**config.mk**
```make
export PLATFORM = sky130hd
export DESIGN_NAME = mode_alu
export DESIGN_NICKNAME = d
export VERILOG_FILES = /design/src/rtl/mode_alu_pkg.sv /design/src/rtl/alu_cell.sv /design/src/rtl/alu_cell_chain.sv /design/src/rtl/alu_flag_gen.sv /design/src/rtl/mode_alu.sv
export SDC_FILE = /design/constraint.sdc
export NUM_CORES = 1
export LEC_CHECK = 0
export BUFFER_PORTS_ARGS = -buffer_cell sky130_fd_sc_hd__buf_2
export CAP_MARGIN = 10
export CORE_AREA = 2 2 39 41
export DETAILED_ROUTE_END_ITERATION = 10
export DIE_AREA = 0 0 41 43
export PLACE_DENSITY = 0.74
export SYNTH_ARGS = -nofsm -noshare
export SYNTH_HDL_FRONTEND = slang
export SYNTH_SLANG_ARGS = --single-unit
```
**constraint.sdc**
```tcl
create_clock -name vclk -period 7.75
set_clock_uncertainty 0.1 [all_clocks]
set_input_delay 0.3875 -clock vclk [all_inputs]
set_output_delay 0.3875 -clock vclk [all_outputs]
set_load 0.05 [all_outputs]
```
**src/rtl/mode_alu_pkg.sv**
```systemverilog
package mode_alu_pkg;
    typedef struct packed {
        logic inv_a;
        logic pass_b;
        logic arith_en;
    } alu_ctl_t;
endpackage

```
**src/rtl/alu_cell.sv**
```systemverilog
module alu_cell
    import mode_alu_pkg::*;
(
    input  logic     a_bit,
    input  logic     b_bit,
    input  alu_ctl_t ctl,
    input  logic     c_in,
    output logic     f_bit,
    output logic     c_out
);
    logic x_bit;
    logic y_bit;
    logic c_gated;

    always_comb begin
        x_bit   = ctl.inv_a ^ a_bit;
        y_bit   = ctl.pass_b & b_bit;
        c_gated = ctl.arith_en & c_in;
        f_bit   = x_bit ^ y_bit ^ c_gated;
        c_out   = (x_bit & y_bit) | (c_gated & (x_bit ^ y_bit));
    end
endmodule

```
**src/rtl/alu_cell_chain.sv**
```systemverilog
module alu_cell_chain
    import mode_alu_pkg::*;
#(
    parameter int WIDTH = 8
) (
    input  logic [WIDTH-1:0] a_vec,
    input  logic [WIDTH-1:0] b_vec,
    input  alu_ctl_t         ctl,
    input  logic             c_first,
    output logic [WIDTH-1:0] f_vec,
    output logic [WIDTH:0]   carries
);
    assign carries[0] = c_first;

    for (genvar i = 0; i < WIDTH; i++) begin : g_cell
        alu_cell u_cell (
            .a_bit (a_vec[i]),
            .b_bit (b_vec[i]),
            .ctl   (ctl),
            .c_in  (carries[i]),
            .f_bit (f_vec[i]),
            .c_out (carries[i+1])
        );
    end
endmodule

```
**src/rtl/alu_flag_gen.sv**
```systemverilog
module alu_flag_gen (
    input  logic arith_en,
    input  logic c_into_top,
    input  logic c_out_top,
    output logic carry_flag,
    output logic ovf_flag
);
    always_comb begin
        carry_flag = arith_en & c_out_top;
        ovf_flag   = arith_en & (c_into_top ^ c_out_top);
    end
endmodule

```
**src/rtl/mode_alu.sv**
```systemverilog
module mode_alu
    import mode_alu_pkg::*;
#(
    parameter int WIDTH = 8
) (
    input  logic [WIDTH-1:0] opnd_a,
    input  logic [WIDTH-1:0] opnd_b,
    input  logic             pass_b,
    input  logic             inv_a,
    input  logic             arith_en,
    input  logic             carry_in,
    output logic [WIDTH-1:0] result,
    output logic             carry_out,
    output logic             ovf
);
    localparam int TOP = WIDTH - 1;

    alu_ctl_t         ctl_d;
    logic [WIDTH:0]   carries;
    logic [WIDTH-1:0] f_d;

    always_comb begin
        ctl_d.inv_a    = inv_a;
        ctl_d.pass_b   = pass_b;
        ctl_d.arith_en = arith_en;
    end

    alu_cell_chain #(.WIDTH(WIDTH)) u_chain (
        .a_vec   (opnd_a),
        .b_vec   (opnd_b),
        .ctl     (ctl_d),
        .c_first (carry_in),
        .f_vec   (f_d),
        .carries (carries)
    );

    alu_flag_gen u_flags (
        .arith_en   (arith_en),
        .c_into_top (carries[TOP]),
        .c_out_top  (carries[WIDTH]),
        .carry_flag (carry_out),
        .ovf_flag   (ovf)
    );

    assign result = f_d;
endmodule

```
==> flow_metrics.tcl, run 1 <==
set metrics [dict create \
    status "finished clean" \
    seq_cell_count 0 \
    ctsHoldBuffers 0 \
    yosysTopAreaCellShare_pct 37.4 \
    drv_slew 0 \
    seq_area_um2 0 \
    n_clock_buffer 0 \
    synth_common_cells "8 x buf_4, 8 x fa_1, 7 x nand2_1" \
    critical_path_arrival_ns 4.95 \
    syn_to_final_growth_pct 23.1 \
    fillers 169 \
    critPathKind "primary input to output pin" \
    final_util_pct 38.1 \
    startpoint "inv_a" \
    diodes 0 \
    via_count 369 \
    grt_pass1_vias 341 \
    synth_top_area_cell "fa_1" \
    end_kind "output pin" \
    antenna_found_initial 0 \
    critPathMaxFanout 8 \
    post_cts_buffers 0 \
    setup_viol 0 \
    grt_max_degree 11 \
    grt_pass1_wl_um 1310 \
    start_kind "primary input" \
    maxCapViolations 0 \
    yosysUniqueCellTypes 10 \
    hp-class "primary input to output pin" \
    postRouteAntennaNets 0 \
    overflow 0 \
    whs_ns 1.17 \
    critical_path_required_ns 7.26 \
    crit_path_top_delay_cell "fa_1" \
    syn-cell-area_um2 428 \
    nNetsFinal 101 \
    ys_warn_count 0 \
    fp.coreArea_um2 1380 \
    grt_usage_pct 10.2 \
    power.total_uw 68.9 \
    drt_pass1_iterations 2 \
    drc_errors 0 \
    crit_path_frequent_cell "fa_1" \
    syn_area_per_cell_um2 8.56 \
    fp-row-count 14 \
    initial_core_util_pct 30.9 \
    dpl.hpwl_um 724 \
    path_cells "buf_2, xor2_1, fa_1, and2_1, fa_1, nand2_1, fa_1, nand2b_1, fa_1, nand2b_1, fa_1, nand2b_1, fa_1, nand2b_1, fa_1, nand2b_1, fa_1, xor2_1, and2_1, buf_2" \
    avgRoutedWirePerCell_um 9.31 \
    die_w_um 41 \
    crit_cells 20 \
    vias_per_cell 4.24 \
    period_minus_slack_ns 5.44 \
    drt_iter0_drc 1 \
    p_per_area_nw_per_um2 131 \
    hold_violations 0 \
    ios 30 \
    finalWirelength_um 810 \
    die_area_um2 1760 \
    crit_path_end "ovf" \
    multi_input_area_um2 334 \
    port_buffers 30 \
    crit_buf_inv 2 \
    vdd_ir_drop_max_mv 0.0342 \
    ys_seq_area_share_pct 0 \
    slew_headroom_pct 83.8 \
    drive_gt1_share_pct 42.3 \
    tns_ns 0 \
    max_slew.worst_pin.slew_ns 0.243 \
    cts_resized 0 \
    syn_nets 78 \
    leakage_nw 0.263 \
    rsz0062_at_grt "false" \
    max_freq_mhz 184 \
    crit_family "adder cells" \
    globalplace.congestion 0.635 \
    cp_slowest_stage_delay_ns 0.40 \
    fin_crit_sh_pct 70.2 \
    die_height_um 43 \
    synth_area_leaders "fa_1 37%, buf_4 14%, xnor2_1 12%" \
    syn_inst 50 \
]
[cell type report]
class	count	area share [%]
tap	16	3.80
multi-input combinational	35	63.4
timing repair buffer	30	28.5
inverter	6	4.28
[per-stage QoR]
step / cells / cell area [um2] / setup WS [ns]
final: 87 / 527 / 2.31
after global routing: 87 / 527 / 2.00
after CTS: 87 / 527 / 2.25
after detailed placement: 87 / 527 / 2.27
after global placement: 87 / 527 / 2.36
after floorplan: 50 / 428 / 2.43
[power breakdown]
part           switching (mW)  internal, mW  leakage, nW
logic                  0.0497        0.0192        0.263
registers                   0             0            0
clock network               0             0            0
[layer usage]
metal  share of wire (%)  track usage [%]
met5                   0                0
met4                   0                0
met3                 6.4                0
met2                  55             19.4
met1                  39             12.7
[layout by cell type (no fill, tap or decap)]
cell type   n
inv_1       6
nand2_1     7
nor2b_1     1
buf_2      30
fa_1        8
nand2b_1    5
xnor2_1     6
xor2_1      3
and2_1      5
[cell families (layout without fill, tap and decap cells)]
kind of cell | after synthesis | count (layout) | synth area share (%)
adder cells (fa/ha/maj) | 8 | 8 | 37.4
AND/OR/NAND/NOR | 18 | 18 | 22.2
buffers and inverters | 15 | 36 | 21.9
XOR/XNOR | 9 | 9 | 18.4
[worst min path at each step]
stage                  start  depth (start not counted)         to  slack [ns]
global placement    arith_en                          3  carry_out        1.17
detailed placement  arith_en                          3  carry_out        1.17
CTS                 arith_en                          3  carry_out        1.17
finish              arith_en                          3  carry_out        1.17
global route        arith_en                          3  carry_out        1.19
floorplan           arith_en                          1  carry_out        0.95
(Power assumes the default switching activity.)
==> run 2: changes to the inputs <==
Settings changed: ABC_AREA set to 1, PLACE_DENSITY 0.74 to 0.78.
Clock period 7.75 ns to 4.5 ns, I/O delays scaled along.
==> run 2 against run 1 <==
  * The run now ends with setup timing left
  * Highest routed layer unchanged
  * Final cell count rose by 16%
  * Count of clock-buffer cells in the layout stayed put
  * Sequential share of layout area did not move
  * First-iteration DRC count is 100% lower
  * Critical path depth grew 3
  * Synthesized area grew 2.9%
  * Largest cell class unchanged
  * Routed wire length increased by 13%
  * Synthesized cell count is 20% higher
  * Non-clock buffer count increased by 5
  * Via count grew 14%
==> flow_metrics.tcl, run 2 <==
set metrics [dict create \
    status "finished, violations left" \
    failed_checks "setup timing" \
    drv_slew 0 \
    internal_power_uw 44.5 \
    power.total_uw 138 \
    postRouteAntennaNets 0 \
    fillers 154 \
    multi_input_area_um2 372 \
    ios 30 \
    worst_slack_ns -0.292 \
    dpl.hpwl_um 850 \
    globalplace.congestion 0.617 \
    startpoint "inv_a" \
    drc_errors 0 \
    drive_gt1_share_pct 63.5 \
    grt_pass1_vias 387 \
    pwr-share-seq_pct 0 \
    syn_inst 60 \
    diodes 0 \
    period_minus_slack_ns 4.79 \
    synth_top_area_cell "fa_1" \
    synth_common_cells "15 x nand2_1, 12 x inv_1, 9 x buf_4" \
    slew_headroom_pct 83.4 \
    overflow 0 \
    finalWirelength_um 915 \
    synth_area_leaders "fa_1 36%, buf_4 15%, nand2_1 13%" \
    initial_core_util_pct 31.8 \
    avgRoutedWirePerCell_um 9.06 \
    max_slew.worst_pin.slew_ns 0.248 \
    drt_iter0_drc 0 \
    seq_cell_count 0 \
    yosysTopAreaCellShare_pct 36.4 \
    p_per_area_nw_per_um2 207 \
    placed_area_um2 623 \
    antenna_found_initial 0 \
    fp.coreArea_um2 1380 \
    comb_power_share_pct 100.0 \
    final_area_um2 664 \
    yosysUniqueCellTypes 10 \
    grt_pass1_wl_um 1500 \
    die_height_um 43 \
    drt_pass1_iterations 1 \
    n_clock_buffer 0 \
    ctsHoldBuffers 0 \
    final_cell_mix "26 x buf_2, 11 x nand2_1, 9 x inv_1" \
    die_w_um 41 \
    layout_commonest_cell "buf_2" \
    setup_viol 3 \
    p_sw_uw 93.1 \
    fin_crit_sh_pct 106 \
    syn_area_per_cell_um2 7.34 \
    syn_to_final_growth_pct 50.9 \
    syn-cell-area_um2 440 \
    start_kind "primary input" \
    vdd_ir_drop_max_mv 0.0899 \
    dp_slack_ns -0.465 \
    grt_max_degree 8 \
    ys_seq_area_share_pct 0 \
    critPathKind "primary input to output pin" \
    hp-class "primary input to output pin" \
    syn_nets 88 \
    synthMostInstantiatedCell "nand2_1" \
    ys_warn_count 0 \
    leakage_nw 0.345 \
    maxCapViolations 0 \
    switching_share_pct 67.6 \
    hold_violations 0 \
    end_kind "output pin" \
    post_cts_buffers 0 \
    critical_path_arrival_ns 4.47 \
    critical_path_required_ns 4.18 \
    vias_per_cell 4.18 \
    fp-row-count 14 \
    critPathMaxFanout 3 \
    die_area_um2 1760 \
    p_clk_share_pct 0 \
    port_buffers 30 \
    via_count 422 \
    crit_path_end "ovf" \
    seq_area_um2 0 \
    max_freq_mhz 209 \
    grt_usage_pct 11.4 \
    nNetsFinal 115 \
    rsz0062_at_grt "true" \
]
==> run 2: timing repair <==
action                     CTS  global route
setup endpoints to repair    3             3
pin swaps                    5             1
resized for setup           13             2
==> run 2: how the worst min path moves through the flow <==
stage,start,endpoint,slack [ns],cells after the start
after global routing,opnd_b[7],result[7],0.93,5
after detailed placement,opnd_b[6],result[6],0.94,5
final,arith_en,carry_out,0.90,5
after global placement,opnd_b[6],result[6],0.94,5
after floorplan,arith_en,ovf,0.54,2
after CTS,arith_en,carry_out,0.89,5
==> run 2: cell type report <==
type	count	share of cell area (%)
well taps	16	3.01
repair buffers	35	33.7
inverters	13	7.34
multi-input cells	37	55.9
==> run 2: critical path, cell delays in order <==
cell	delay [ns]
buf_8	0.10
xor2_2	0.15
fa_2	0.21
nand2_2	0.05
inv_2	0.05
fa_2	0.19
nand2_2	0.06
fa_2	0.32
or2_1	0.23
fa_2	0.33
or2_1	0.22
fa_2	0.32
or2_1	0.23
fa_2	0.32
or2_1	0.22
fa_2	0.35
inv_2	0.07
nand2_2	0.04
fa_2	0.35
nand2_1	0.09
nand2_2	0.06
nor2_4	0.11
buf_8	0.15
==> run 2: logic make-up (layout without fill, tap and decap cells) <==
family / Yosys count / count (layout) / share of synthesized area [%]
xor+xnor: 8 / 8 / 15.9
simple gates: 21 / 21 / 20.2
fa+ha+maj: 8 / 8 / 36.4
buf+inv: 23 / 48 / 27.6
==> run 2: power groups by stage <==
stage          clock network (mW)  logic (mW)  registers (mW)
2_1_floorplan                   0       0.122               0
3_3_place_gp                    0       0.127               0
3_5_place_dp                    0       0.131               0
4_1_cts                         0       0.139               0
5_1_grt                         0       0.149               0
6_report                        0       0.138               0
==> run 2: metal layers <==
| layer | wire length, um | share of wire [%] | GRT usage [%] | up-vias |
|---|---|---|---|---|
| li1 | - | - | - | 207 |
| met1 | 353 | 39 | 15.8 | 200 |
| met2 | 508 | 56 | 20.3 | 15 |
| met3 | 53 | 5.8 | 0 | 0 |
| met4 | 0 | 0 | 0 | 0 |
| met5 | 0 | 0 | 0 | - |
==> run 2: per-stage QoR <==
stage / hold WS [ns] / cells / util [%] / setup TNS, ns
final: 0.897 / 101 / 48.0 / -0.770
after global routing: 0.929 / 101 / 48.0 / -1.24
after CTS: 0.892 / 101 / 47.6 / -0.905
after detailed placement: 0.944 / 101 / 45.0 / -1.27
after global placement: 0.936 / 101 / 45.0 / -1.03
after floorplan: 0.537 / 60 / - / -0.476
==> run 3: changes to the inputs <==
Settings changed: PLACE_DENSITY 0.78 to 0.79, SYNTH_HIERARCHICAL set to 1.
==> run 3 against run 2 <==
  * The run still ends with setup timing left
  * Critical path depth rose by 6
  * Fmax rose by 5.5%
  * Hold slack got worse by 0.027 ns
  * Die area did not move
  * Utilization rose by 8.0 points
  * Sequential share of layout area did not move
  * Non-clock buffer count did not move
  * Routed wire length rose by 20%
  * Power fell by 11%
  * Critical path type unchanged
  * Largest cell class unchanged
==> flow_metrics.tcl, run 3 <==
set metrics [dict create \
    drv_slew 0 \
    crit_path_top_delay_cell "fa_2" \
    critPathMaxFanout 3 \
    syn-cell-area_um2 453 \
    start_kind "primary input" \
    n_clock_buffer 0 \
    nNetsFinal 151 \
    critical_path_required_ns 4.18 \
    critical_path_arrival_ns 4.22 \
    cp_slowest_stage_delay_ns 0.37 \
    critPathKind "primary input to output pin" \
    globalplace.congestion 0.714 \
    syn_inst 86 \
    ios 30 \
    drt_pass1_iterations 3 \
    leakage_nw 0.558 \
    failed_checks "setup timing" \
    grt_max_degree 15 \
    max_freq_mhz 220 \
    drt_iter0_drc 5 \
    setup_viol 1 \
    final_cell_mix "35 x nand2_1, 26 x inv_1, 21 x buf_2" \
    vias_per_cell 4.10 \
    period_minus_slack_ns 4.54 \
    grt_usage_pct 13.8 \
    ys_warn_count 6 \
    syn_to_final_growth_pct 71.3 \
    placed_area_um2 673 \
    via_count 562 \
    hold_violations 0 \
    die_height_um 43 \
    tns_ns -0.0421 \
    max_slew.worst_pin.slew_ns 0.248 \
    seq_area_um2 0 \
    p_per_area_nw_per_um2 158 \
    dp_slack_ns -0.314 \
    syn_nets 114 \
    final_area_um2 776 \
    antenna_found_initial 0 \
    ctsHoldBuffers 0 \
    fillers 148 \
    vdd_ir_drop_max_mv 0.0764 \
    grt_pass1_wl_um 1790 \
    hp-class "primary input to output pin" \
    drc_errors 0 \
    avgRoutedWirePerCell_um 8.03 \
    die_w_um 41 \
    seq_cell_count 0 \
    fp-row-count 14 \
    end_kind "output pin" \
    overflow 0 \
    finalWirelength_um 1100 \
    postRouteAntennaNets 0 \
    dpl.hpwl_um 902 \
    drive_gt1_share_pct 49.6 \
    port_buffers 30 \
    power.total_uw 122 \
    hold_path.startpoint "arith_en" \
    grt_pass1_vias 491 \
    status "finished, violations left" \
    rsz0062_at_grt "true" \
    initial_core_util_pct 32.7 \
    multi_input_area_um2 384 \
    hold_end "carry_out" \
    fp.coreArea_um2 1380 \
    slew_headroom_pct 83.6 \
    maxCapViolations 0 \
    die_area_um2 1760 \
    syn_area_per_cell_um2 5.27 \
    crit_path_frequent_cell "fa_2" \
    diodes 0 \
    startpoint "arith_en" \
    fin_crit_sh_pct 101 \
    worst_slack_ns -0.0421 \
    layout_commonest_cell "nand2_1" \
    holdPathStages 5 \
]
[run 3: worst max path at each step]
stage | endpoint | cells after the start
2_1_floorplan | ovf | 27
3_3_place_gp | ovf | 30
3_5_place_dp | ovf | 29
4_1_cts | ovf | 29
5_1_grt | ovf | 29
6_report | ovf | 29
[run 3: per-stage QoR]
step	hold WS (ns)	util (%)	instances
5_1_grt	0.897	56.1	137
3_5_place_dp	0.920	48.6	135
3_3_place_gp	0.906	48.6	135
2_1_floorplan	0.481	-	86
6_report	0.870	56.1	137
4_1_cts	0.856	53.5	136
[run 3: metal layers]
| metal | wire, um | global-route usage, % |
|---|---|---|
| met1 | 388 | 15.1 |
| met2 | 655 | 27.8 |
| met3 | 56 | 1.05 |
| met4 | 0 | 0 |
| met5 | 0 | 0 |
[run 3: worst max-delay path: cells and delay by family]
family	cells	cell delay (ns)
simple gates	11	0.75
fa+ha+maj	8	2.65
buf+inv	10	0.58
[run 3: timing repair]
action	in CTS	in global routing
resized for setup	18	12
endpoints found under the setup margin	3	3
endpoints found under the hold margin	0	0
pin swaps	8	3
buffers inserted	1	1
[run 3: report_power, final]
group | internal [mW] | total (mW) | leakage (nW) | switching (mW)
combinational | 0.0406 | 0.122 | 0.558 | 0.0817
clock | 0 | 0 | 0 | 0
sequential | 0 | 0 | 0 | 0
total | 0.0406 | 0.122 | 0.558 | 0.0817
[run 3: cell type report]
class	count	area share (%)
timing repair buffer	35	31.9
multi-input combinational	53	49.5
tap	16	2.58
inverter	33	16.0
